### src/rtl/irqc_pkg.sv
package irqc_pkg;
  localparam int NSRC      = 15;
  localparam int LVL_W     = $clog2(NSRC + 1);
  localparam int DATA_W    = 32;
  localparam int ADDR_W    = 8;
  localparam int TRAP_W    = 8;
  localparam int TEST_BIT  = 19;
  localparam logic [TRAP_W-1:0] TRAP_BASE = 8'h10;

  localparam logic [ADDR_W-1:0] OFS_PEND  = 8'h48;
  localparam logic [ADDR_W-1:0] OFS_MASK  = 8'h4C;
  localparam logic [ADDR_W-1:0] OFS_CLR   = 8'h50;
  localparam logic [ADDR_W-1:0] OFS_FRC   = 8'h54;
  localparam logic [ADDR_W-1:0] OFS_TEST  = 8'hD0;
endpackage

### src/rtl/irqc_regs.sv
module irqc_regs
  import irqc_pkg::*;
(
  input  logic              clk,
  input  logic              rst_n,
  input  logic              sel,
  input  logic              wr,
  input  logic [ADDR_W-1:0] addr,
  input  logic [DATA_W-1:0] wdata,
  input  logic [NSRC:0]     pend_q,
  output logic [NSRC:0]     mask_q,
  output logic              test_en,
  output logic [NSRC:0]     clr_bits,
  output logic [NSRC:0]     frc_bits,
  output logic [DATA_W-1:0] rdata
);
  localparam logic [NSRC:0] SRC_BITS = {{NSRC{1'b1}}, 1'b0};

  logic          wr_mask, wr_clr, wr_frc, wr_test;
  logic [NSRC:0] mask_d;
  logic          test_d;
  logic          mask_en, test_en_ld;

  always_comb begin
    wr_mask = sel && wr && (addr == OFS_MASK);
    wr_clr  = sel && wr && (addr == OFS_CLR);
    wr_frc  = sel && wr && (addr == OFS_FRC);
    wr_test = sel && wr && (addr == OFS_TEST);
  end

  always_comb begin
    mask_en    = wr_mask;
    mask_d     = wdata[NSRC:0] & SRC_BITS;
    test_en_ld = wr_test;
    test_d     = wdata[TEST_BIT];
  end

  always_ff @(posedge clk or negedge rst_n) begin
    if (!rst_n) begin
      mask_q  <= SRC_BITS;
      test_en <= 1'b0;
    end else begin
      if (mask_en)    mask_q  <= mask_d;
      if (test_en_ld) test_en <= test_d;
    end
  end

  always_comb begin
    clr_bits = wr_clr ? (wdata[NSRC:0] & SRC_BITS) : '0;
    frc_bits = (wr_frc && test_en) ? (wdata[NSRC:0] & SRC_BITS) : '0;
  end

  always_comb begin
    rdata = '0;
    unique case (addr)
      OFS_PEND: rdata[NSRC:0]   = pend_q;
      OFS_MASK: rdata[NSRC:0]   = mask_q;
      OFS_TEST: rdata[TEST_BIT] = test_en;
      default:  rdata = '0;
    endcase
  end

  AST_FRC_NEEDS_TEST: assert property (@(posedge clk) disable iff (!rst_n)
    (frc_bits != '0) |-> test_en);
  AST_MASK_BIT0: assert property (@(posedge clk) disable iff (!rst_n)
    wr_mask |=> (mask_q[0] == 1'b0));
endmodule

### src/rtl/irqc_pending.sv
module irqc_pending
  import irqc_pkg::*;
(
  input  logic             clk,
  input  logic             rst_n,
  input  logic [NSRC:0]    src,
  input  logic [NSRC:0]    clr_bits,
  input  logic [NSRC:0]    frc_bits,
  input  logic             ack_valid,
  input  logic [LVL_W-1:0] ack_level,
  output logic [NSRC:0]    pend_q
);
  localparam logic [NSRC:0] SRC_BITS = {{NSRC{1'b1}}, 1'b0};

  logic [NSRC:0] ack_oh;
  logic [NSRC:0] pend_d;

  always_comb begin
    ack_oh = '0;
    for (int i = 1; i <= NSRC; i++) begin
      if (ack_valid && (ack_level == LVL_W'(i))) ack_oh[i] = 1'b1;
    end
  end

  always_comb begin
    pend_d = ((pend_q & ~clr_bits & ~ack_oh) | src | frc_bits) & SRC_BITS;
  end

  always_ff @(posedge clk or negedge rst_n) begin
    if (!rst_n) pend_q <= '0;
    else        pend_q <= pend_d;
  end

  AST_ACK_CLEARS: assert property (@(posedge clk) disable iff (!rst_n)
    (ack_valid && ack_level != '0 && !src[ack_level] && !frc_bits[ack_level])
      |=> !pend_q[$past(ack_level)]);
  AST_SRC_LATCH: assert property (@(posedge clk) disable iff (!rst_n)
    1'b1 |=> ((pend_q & $past(src & SRC_BITS)) == $past(src & SRC_BITS)));
endmodule

### src/rtl/irqc_prio.sv
module irqc_prio
  import irqc_pkg::*;
(
  input  logic [NSRC:0]     pend_q,
  input  logic [NSRC:0]     mask_q,
  output logic [LVL_W-1:0]  level,
  output logic [TRAP_W-1:0] trap
);
  logic [NSRC:0] active;

  always_comb begin
    active = pend_q & ~mask_q;
    level  = '0;
    for (int i = 1; i <= NSRC; i++) begin
      if (active[i]) level = LVL_W'(i);
    end
    trap = (level != '0) ? (TRAP_BASE + TRAP_W'(level)) : '0;
  end

  always_comb begin
    if (level != '0) AST_LEVEL_ACTIVE: assert (active[level]);
  end
endmodule

### src/rtl/prio_intc.sv
module prio_intc
  import irqc_pkg::*;
(
  input  logic        clk,
  input  logic        rst_n,
  input  logic [15:0] src_evt,
  input  logic        bus_sel,
  input  logic        bus_wr,
  input  logic [7:0]  bus_addr,
  input  logic [31:0] bus_wdata,
  output logic [31:0] bus_rdata,
  input  logic        ack_valid,
  input  logic [3:0]  ack_level,
  output logic [3:0]  irq_level,
  output logic [7:0]  irq_trap
);
  logic [NSRC:0] pend_q, mask_q, clr_bits, frc_bits;
  logic          test_en;

  irqc_regs u_regs (
    .clk(clk), .rst_n(rst_n), .sel(bus_sel), .wr(bus_wr), .addr(bus_addr),
    .wdata(bus_wdata), .pend_q(pend_q), .mask_q(mask_q), .test_en(test_en),
    .clr_bits(clr_bits), .frc_bits(frc_bits), .rdata(bus_rdata)
  );

  irqc_pending u_pend (
    .clk(clk), .rst_n(rst_n), .src(src_evt), .clr_bits(clr_bits),
    .frc_bits(frc_bits), .ack_valid(ack_valid), .ack_level(ack_level),
    .pend_q(pend_q)
  );

  irqc_prio u_prio (
    .pend_q(pend_q), .mask_q(mask_q), .level(irq_level), .trap(irq_trap)
  );

  AST_NO_SPURIOUS_SET: assert property (@(posedge clk) disable iff (!rst_n)
    (frc_bits == '0) |=>
      ((pend_q & ~$past(pend_q) & ~$past(src_evt)) == '0));
  AST_CLEAR_TAKES: assert property (@(posedge clk) disable iff (!rst_n)
    (frc_bits == '0) |=>
      ((pend_q & $past(clr_bits) & ~$past(src_evt)) == '0));
  AST_TRAP_IDLE: assert property (@(posedge clk) disable iff (!rst_n)
    (irq_level == 4'd0) |-> (irq_trap == 8'h00));
  AST_MASKED_QUIET: assert property (@(posedge clk) disable iff (!rst_n)
    (irq_level != 4'd0) |-> !mask_q[irq_level]);
endmodule

### config.mk
export PLATFORM = sky130hd
export DESIGN_NAME = prio_intc
export DESIGN_NICKNAME = d
export VERILOG_FILES = /design/src/rtl/irqc_pkg.sv /design/src/rtl/irqc_regs.sv /design/src/rtl/irqc_pending.sv /design/src/rtl/irqc_prio.sv /design/src/rtl/prio_intc.sv
export SDC_FILE = /design/constraint.sdc
export NUM_CORES = 1
export LEC_CHECK = 0
export BUFFER_PORTS_ARGS = -buffer_cell sky130_fd_sc_hd__buf_2
export CAP_MARGIN = 10
export CORE_MARGIN = 3
export CORE_UTILIZATION = 31
export CTS_CLUSTER_DIAMETER = 100
export DETAILED_ROUTE_END_ITERATION = 7
export PLACE_DENSITY = 0.65
export SETUP_SLACK_MARGIN = 0.02
export SKIP_CTS_REPAIR_TIMING = 1
export SYNTH_ARGS = -nofsm -noshare
export SYNTH_HDL_FRONTEND = slang
export SYNTH_SLANG_ARGS = --single-unit
### constraint.sdc
create_clock -name clk -period 2.15 [get_ports clk]
set_input_delay 0.3225 -clock clk [delete_from_list [all_inputs] [get_ports clk]]
set_output_delay 0.3225 -clock clk [all_outputs]
set_load 0.005 [all_outputs]
# ---- Yosys cells after proc, flatten, opt, wreduce, memory -nomap -nowiden
# Index checks and enable logic that the tools add are counted.
dict set report totals {
  ff_bits 31
  input_bits 65
  output_inout_bits 44
  elab_cells 89
}
dict set report classes {
  n_addsub 1
  n_eq_ne 20
  mux 35
  bitwise 8
  reduce_logical 22
}
# cell count
set ops {}
lappend ops {{16-bit bitwise AND} 3}
lappend ops {{16-bit inverter} 3}
lappend ops {{4-bit equality test, second input constant} 8}
lappend ops {{8-bit by 7-bit equality test with 1-bit output, second input constant} 4}
lappend ops {{16-bit two-way mux} 2}
lappend ops {{4-bit two-way mux} 8}
lappend ops {{16-bit bitwise OR} 2}
lappend ops {{16-bit one-hot mux with 2 select lines} 1}
lappend ops {{1-bit logical AND} 21}
lappend ops {{1-bit two-way mux} 17}
lappend ops {{4-bit by 3-bit equality test with 1-bit output, second input constant} 4}
lappend ops {{3-bit two-way mux} 4}
lappend ops {{4-bit by 2-bit equality test with 1-bit output, second input constant} 2}
lappend ops {{8-bit equality test, second input constant} 1}
lappend ops {{8-bit two-way mux} 1}
lappend ops {{5-bit by 4-bit adder with 6-bit output, first input constant} 1}
lappend ops {{4-bit by 1-bit equality test with 1-bit output, second input constant} 1}
lappend ops {{2-bit two-way mux} 2}
lappend ops {{4-bit nonzero test} 1}

# ---- Logic depth before layout (Yosys ltp)
dict set report logic_depth {
  depth_word 19
  mapped_depth 6
}

# ---- Modules after synthesis
# A second synthesis with hierarchy kept.
dict set report unflattened {
  cells_unflattened 288
  area_unflattened_um2 2563.7
}
# module instances cells_per_inst area_per_inst_um2 seq_area_each_um2
set modules_own_cells {}
lappend modules_own_cells {irqc_regs 1 152 1318.8 419.2}
lappend modules_own_cells {irqc_pending 1 84 910.9 375.4}
lappend modules_own_cells {irqc_prio 1 52 334.1 0.0}

# ---- Worst setup path after synthesis
# No wires, ideal clock.
dict set report synth_path {
  path_kind {input to output}
  from {input bus_addr[5]}
  to {output bus_rdata[10]}
  arrival_time_ns 1.424
  t_required_ns 1.827
  setup_slack_ns 0.404
  stages 5
  path_buffers 1
  cell_sequence {nor3b_2 nand3b_1 nor4_2 buf_2 a22o_1}
}
dict set report synth_between {
  elab_chain_len 2
  elab_cells_between_ends 3
  classes_between {eq/ne (2); mux (1)}
}
# item line_no
set synth_lines {}
lappend synth_lines {{from (decl)} prio_intc.sv:9} ;# input logic [7:0] bus_addr,
lappend synth_lines {{8-bit by 7-bit equality test with 1-bit output} irqc_regs.sv:55} ;# unique case (addr)
lappend synth_lines {{16-bit one-hot mux with 2 select lines *} irqc_regs.sv:55}
lappend synth_lines {{to (decl)} prio_intc.sv:11} ;# output logic [31:0] bus_rdata,
# Mark *: on every way between the ends. The rest lies on a longest branch, timed or not.

# ---- Worst setup path after layout
dict set report layout_path {
  from {register u_regs.mask_q[6]}
  to {output irq_trap[4]}
}
dict set report layout_between {
  elab_chain_len 14
  elab_cells_between_ends 15
  classes_between {add/sub (1); mux (11); bitwise (2); reduce/logical (1)}
}
# item line_no
set layout_lines {}
lappend layout_lines {{from (decl)} irqc_regs.sv:11} ;# output logic [NSRC:0] mask_q,
lappend layout_lines {{from (signal assigned)} irqc_regs.sv:43} ;# if (mask_en) mask_q <= mask_d;
lappend layout_lines {{16-bit inverter *} irqc_prio.sv:12} ;# active = pend_q & ~mask_q;
lappend layout_lines {{16-bit bitwise AND *} irqc_prio.sv:12}
lappend layout_lines {{3-bit two-way mux * (2 in a row)} irqc_prio.sv:15} ;# if (active[i]) level = LVL_W'(i);
lappend layout_lines {{4-bit two-way mux * (8 in a row)} irqc_prio.sv:15}
lappend layout_lines {{5-bit by 4-bit adder with 6-bit output / 4-bit nonzero test (equally long branches)} irqc_prio.sv:17} ;# trap = (level != '0) ? (TRAP_BASE + TRAP_W'(level)) : '0;
lappend layout_lines {{8-bit two-way mux *} irqc_prio.sv:17}
lappend layout_lines {{to (decl)} prio_intc.sv:15} ;# output logic [7:0] irq_trap
# Marked as above.

==> results.json <==
{
  "status": "complete, no violations",
  "gp_congestion": 0.7543,
  "combPwrFrac_pct": 12.7,
  "grt_pass1_vias": 1806,
  "num_vias": 1828,
  "maxSlewHeadroom_pct": 52.41,
  "die_w_um": 87.53,
  "pin_count": 109,
  "antenna-diode-count": 0,
  "synth_edf_count": 0,
  "critPathRequiredTime_ns": 1.83,
  "die_h_um": 87.53,
  "instances_no_fill": 359,
  "clk_latency_ns": 0.28,
  "rsz0062_at_grt": "yes",
  "synth_area_leaders": "dfrtp_1 19%, dfstp_2 19%, buf_4 7.3%",
  "drt_iter0_markers": 82,
  "synth_cells": 204,
  "post-route-min-period_ns": 2.112,
  "layout.nets": 347,
  "avgRoutedWirePerCell_um": 16.15,
  "r2r-start": "u_regs.test_en",
  "clk_path_buf_depth": 2,
  "internal_power_w": 0.0009228,
  "netSwitchingFraction_pct": 25.34,
  "drc": 0,
  "dp_cells": 352,
  "tightestPinTransition_ns": 0.7139,
  "vdd_drop_max_mv": 0.2271,
  "num_rows": 29,
  "ant_nets": 0,
  "crit_path_max_fanout": 3,
  "synth-async-reset-ratio_pct": 100.0,
  "yosysSeqAreaShare_pct": 38.55,
  "pwr-share-seq_pct": 49.9,
  "clockPowerShare_pct": 37.5,
  "antenna_found_initial": 0,
  "clk_pin_slew_ns": 0.06,
  "final.setup.tns_ns": 0,
  "finClkSkew_ns": 0.004595,
  "grt_max_degree": 32,
  "cts_buffers": 5,
  "drt-total-wl_um": 5799,
  "cts_tree": "built",
  "startpoint": "u_regs.mask_q[6]",
  "synth_top_area_share_pct": 19.43,
  "fp.coreArea_um2": 6386,
  "ys.flop_type": "dfrtp_1",
  "track_usage_pct": 15.21,
  "yosys.area.top_type": "dfrtp_1",
  "switchingPower_w": 0.0003132,
  "die_area_um2": 7662,
  "cts.htree.levels": 2,
  "setup_viol": 0,
  "cts-root-buf": "clkbuf_8",
  "synth_most_common_cell": "buf_4",
  "final_area_um2": 2551,
  "initial_core_util_pct": 32.27,
  "hp-class": "in2async",
  "hold_violations": 0,
  "arrival_ns": 1.79,
  "ys_warn_count": 0,
  "layout-drive-gt1-share_pct": 44.68,
  "port_buffers": 72,
  "syn_area_um2": 2061,
  "finalCritPeriodShare_pct": 98.24,
  "grt_pass1_wl_um": 8901,
  "end_kind": "output port",
  "crit_buf_inv": 1,
  "cpMaxStageDelayCell": "dfstp_2",
  "p_per_area_nw_per_um2": 484.5,
  "syn-mean-instance-area_um2": 10.10,
  "maxCapViolCount": 0,
  "ys_seq_elements": 31,
  "dr.pass1.iters": 4,
  "area_growth_pct": 23.80,
  "synthTopCellsByCount": "20 x buf_4, 17 x a21oi_1, 16 x dfrtp_1",
  "utilization_pct": 39.95,
  "crit_type": "reg2out",
  "slowest_delay_ns": 0.54,
  "place_area_um2": 2447,
  "cts_num_sinks": 31,
  "n_fill_cell": 665,
  "timing.final.max_slew_violations": 0,
  "grt-ovfl-total": 0,
  "yosysUniqueCellTypes": 37,
  "max_freq_ghz": 0.4735,
  "crit_chain": "nand2b_1, and2_4, a21boi_1, o31ai_2, nand3_1, buf_2",
  "static-leakage-power_nw": 1.085,
  "crit_family": "flip-flops",
  "dp.final_hpwl_um": 4378,
  "vias_per_cell": 5.092,
  "startpoint_type": "flip-flop"
}
layout by cell type, fill, tap and decap left out, drive strengths merged, types with 9 or more instances in the layout:
master and count:
buf 77, conb 19, a21oi 17, dfrtp 16, mux2 16, a22o 15
a211o 15, dfstp 15, o21ai 13, nor2b 12, nor2 12, nand2 9
worst reg2reg max path: stages (launching register included):
cell     delay (ns)
dfrtp_1        0.40
nand3_1        0.09
nor2_1         0.04
buf_4          0.20
a211o_1        0.31
cell type report:
| type | count | area [µm²] | area share (%) |
|---|---|---|---|
| flip-flops and latches | 31 | 794.5 | 31.14 |
| clock inverters | 1 | 5.005 | 0.1962 |
| multi-input cells | 166 | 1171 | 45.90 |
| repair buffers | 77 | 397.9 | 15.60 |
| inverters | 1 | 3.754 | 0.1471 |
| clock buffers | 6 | 82.58 | 3.237 |
| well taps | 77 | 96.34 | 3.776 |
cell families after synthesis:
family | after synthesis | synth area share (%)
flops | 31 | 38.55
compound gates | 69 | 23.38
buf+inv | 25 | 8.682
mux | 16 | 10.56
simple gates | 62 | 18.64
other cells | 1 | 0.1820
state kept, by name (all words and copies together), names as in the netlist:
signal,count
u_pend.pend_q,15
u_regs.mask_q,15
u_regs.test_en,1
layer usage:
metal,GRT usage (%),wire [µm],up-vias,share of wire [%]
met3,3.198,337,6,5.8
met4,4.742,72,0,1.2
li1,-,-,876,-
met2,26.64,2931,66,51
met1,18.64,2457,880,42
met5,0,0,-,0
final timing paths:
kind | to | cells after the start | slack, ns
worst max-delay path | irq_trap[4] | 6 | 0.04
max in group asynchronous | u_pend.pend_q[7] | 1 | 1.60
worst max register to register | u_pend.pend_q[1] | 4 | 0.99
min in group clk | u_pend.pend_q[2] | 2 | 0.22
worst min register to register | u_regs.test_en | 1 | 0.56
worst min-delay path | u_pend.pend_q[4] | 1 | 0.09
metrics by stage:
step / total power, W / hold WS, ns / setup WS [ns]
finish: 0.001236 / 0.08742 / 0.03788
global placement: 0.0007760 / 0.4065 / 0.2299
CTS: 0.001246 / 0.1155 / -0.08328
global route: 0.001294 / 0.1360 / -0.07579
floorplan: 0.0007114 / 0.02691 / 0.4040
detailed placement: 0.0007807 / 0.4148 / 0.2339
power by group through the flow:
| stage | clock network [W] | registers [W] | logic, W |
|---|---|---|---|
| 6_report | 0.000463 | 0.000616 | 0.000157 |
| 5_1_grt | 0.000499 | 0.000618 | 0.000178 |
| 4_1_cts | 0.000474 | 0.000616 | 0.000156 |
| 2_1_floorplan | 0 | 0.000622 | 0.0000894 |
| 3_3_place_gp | 0 | 0.000624 | 0.000152 |
| 3_5_place_dp | 0 | 0.000625 | 0.000155 |
(Power assumes the default switching activity.)
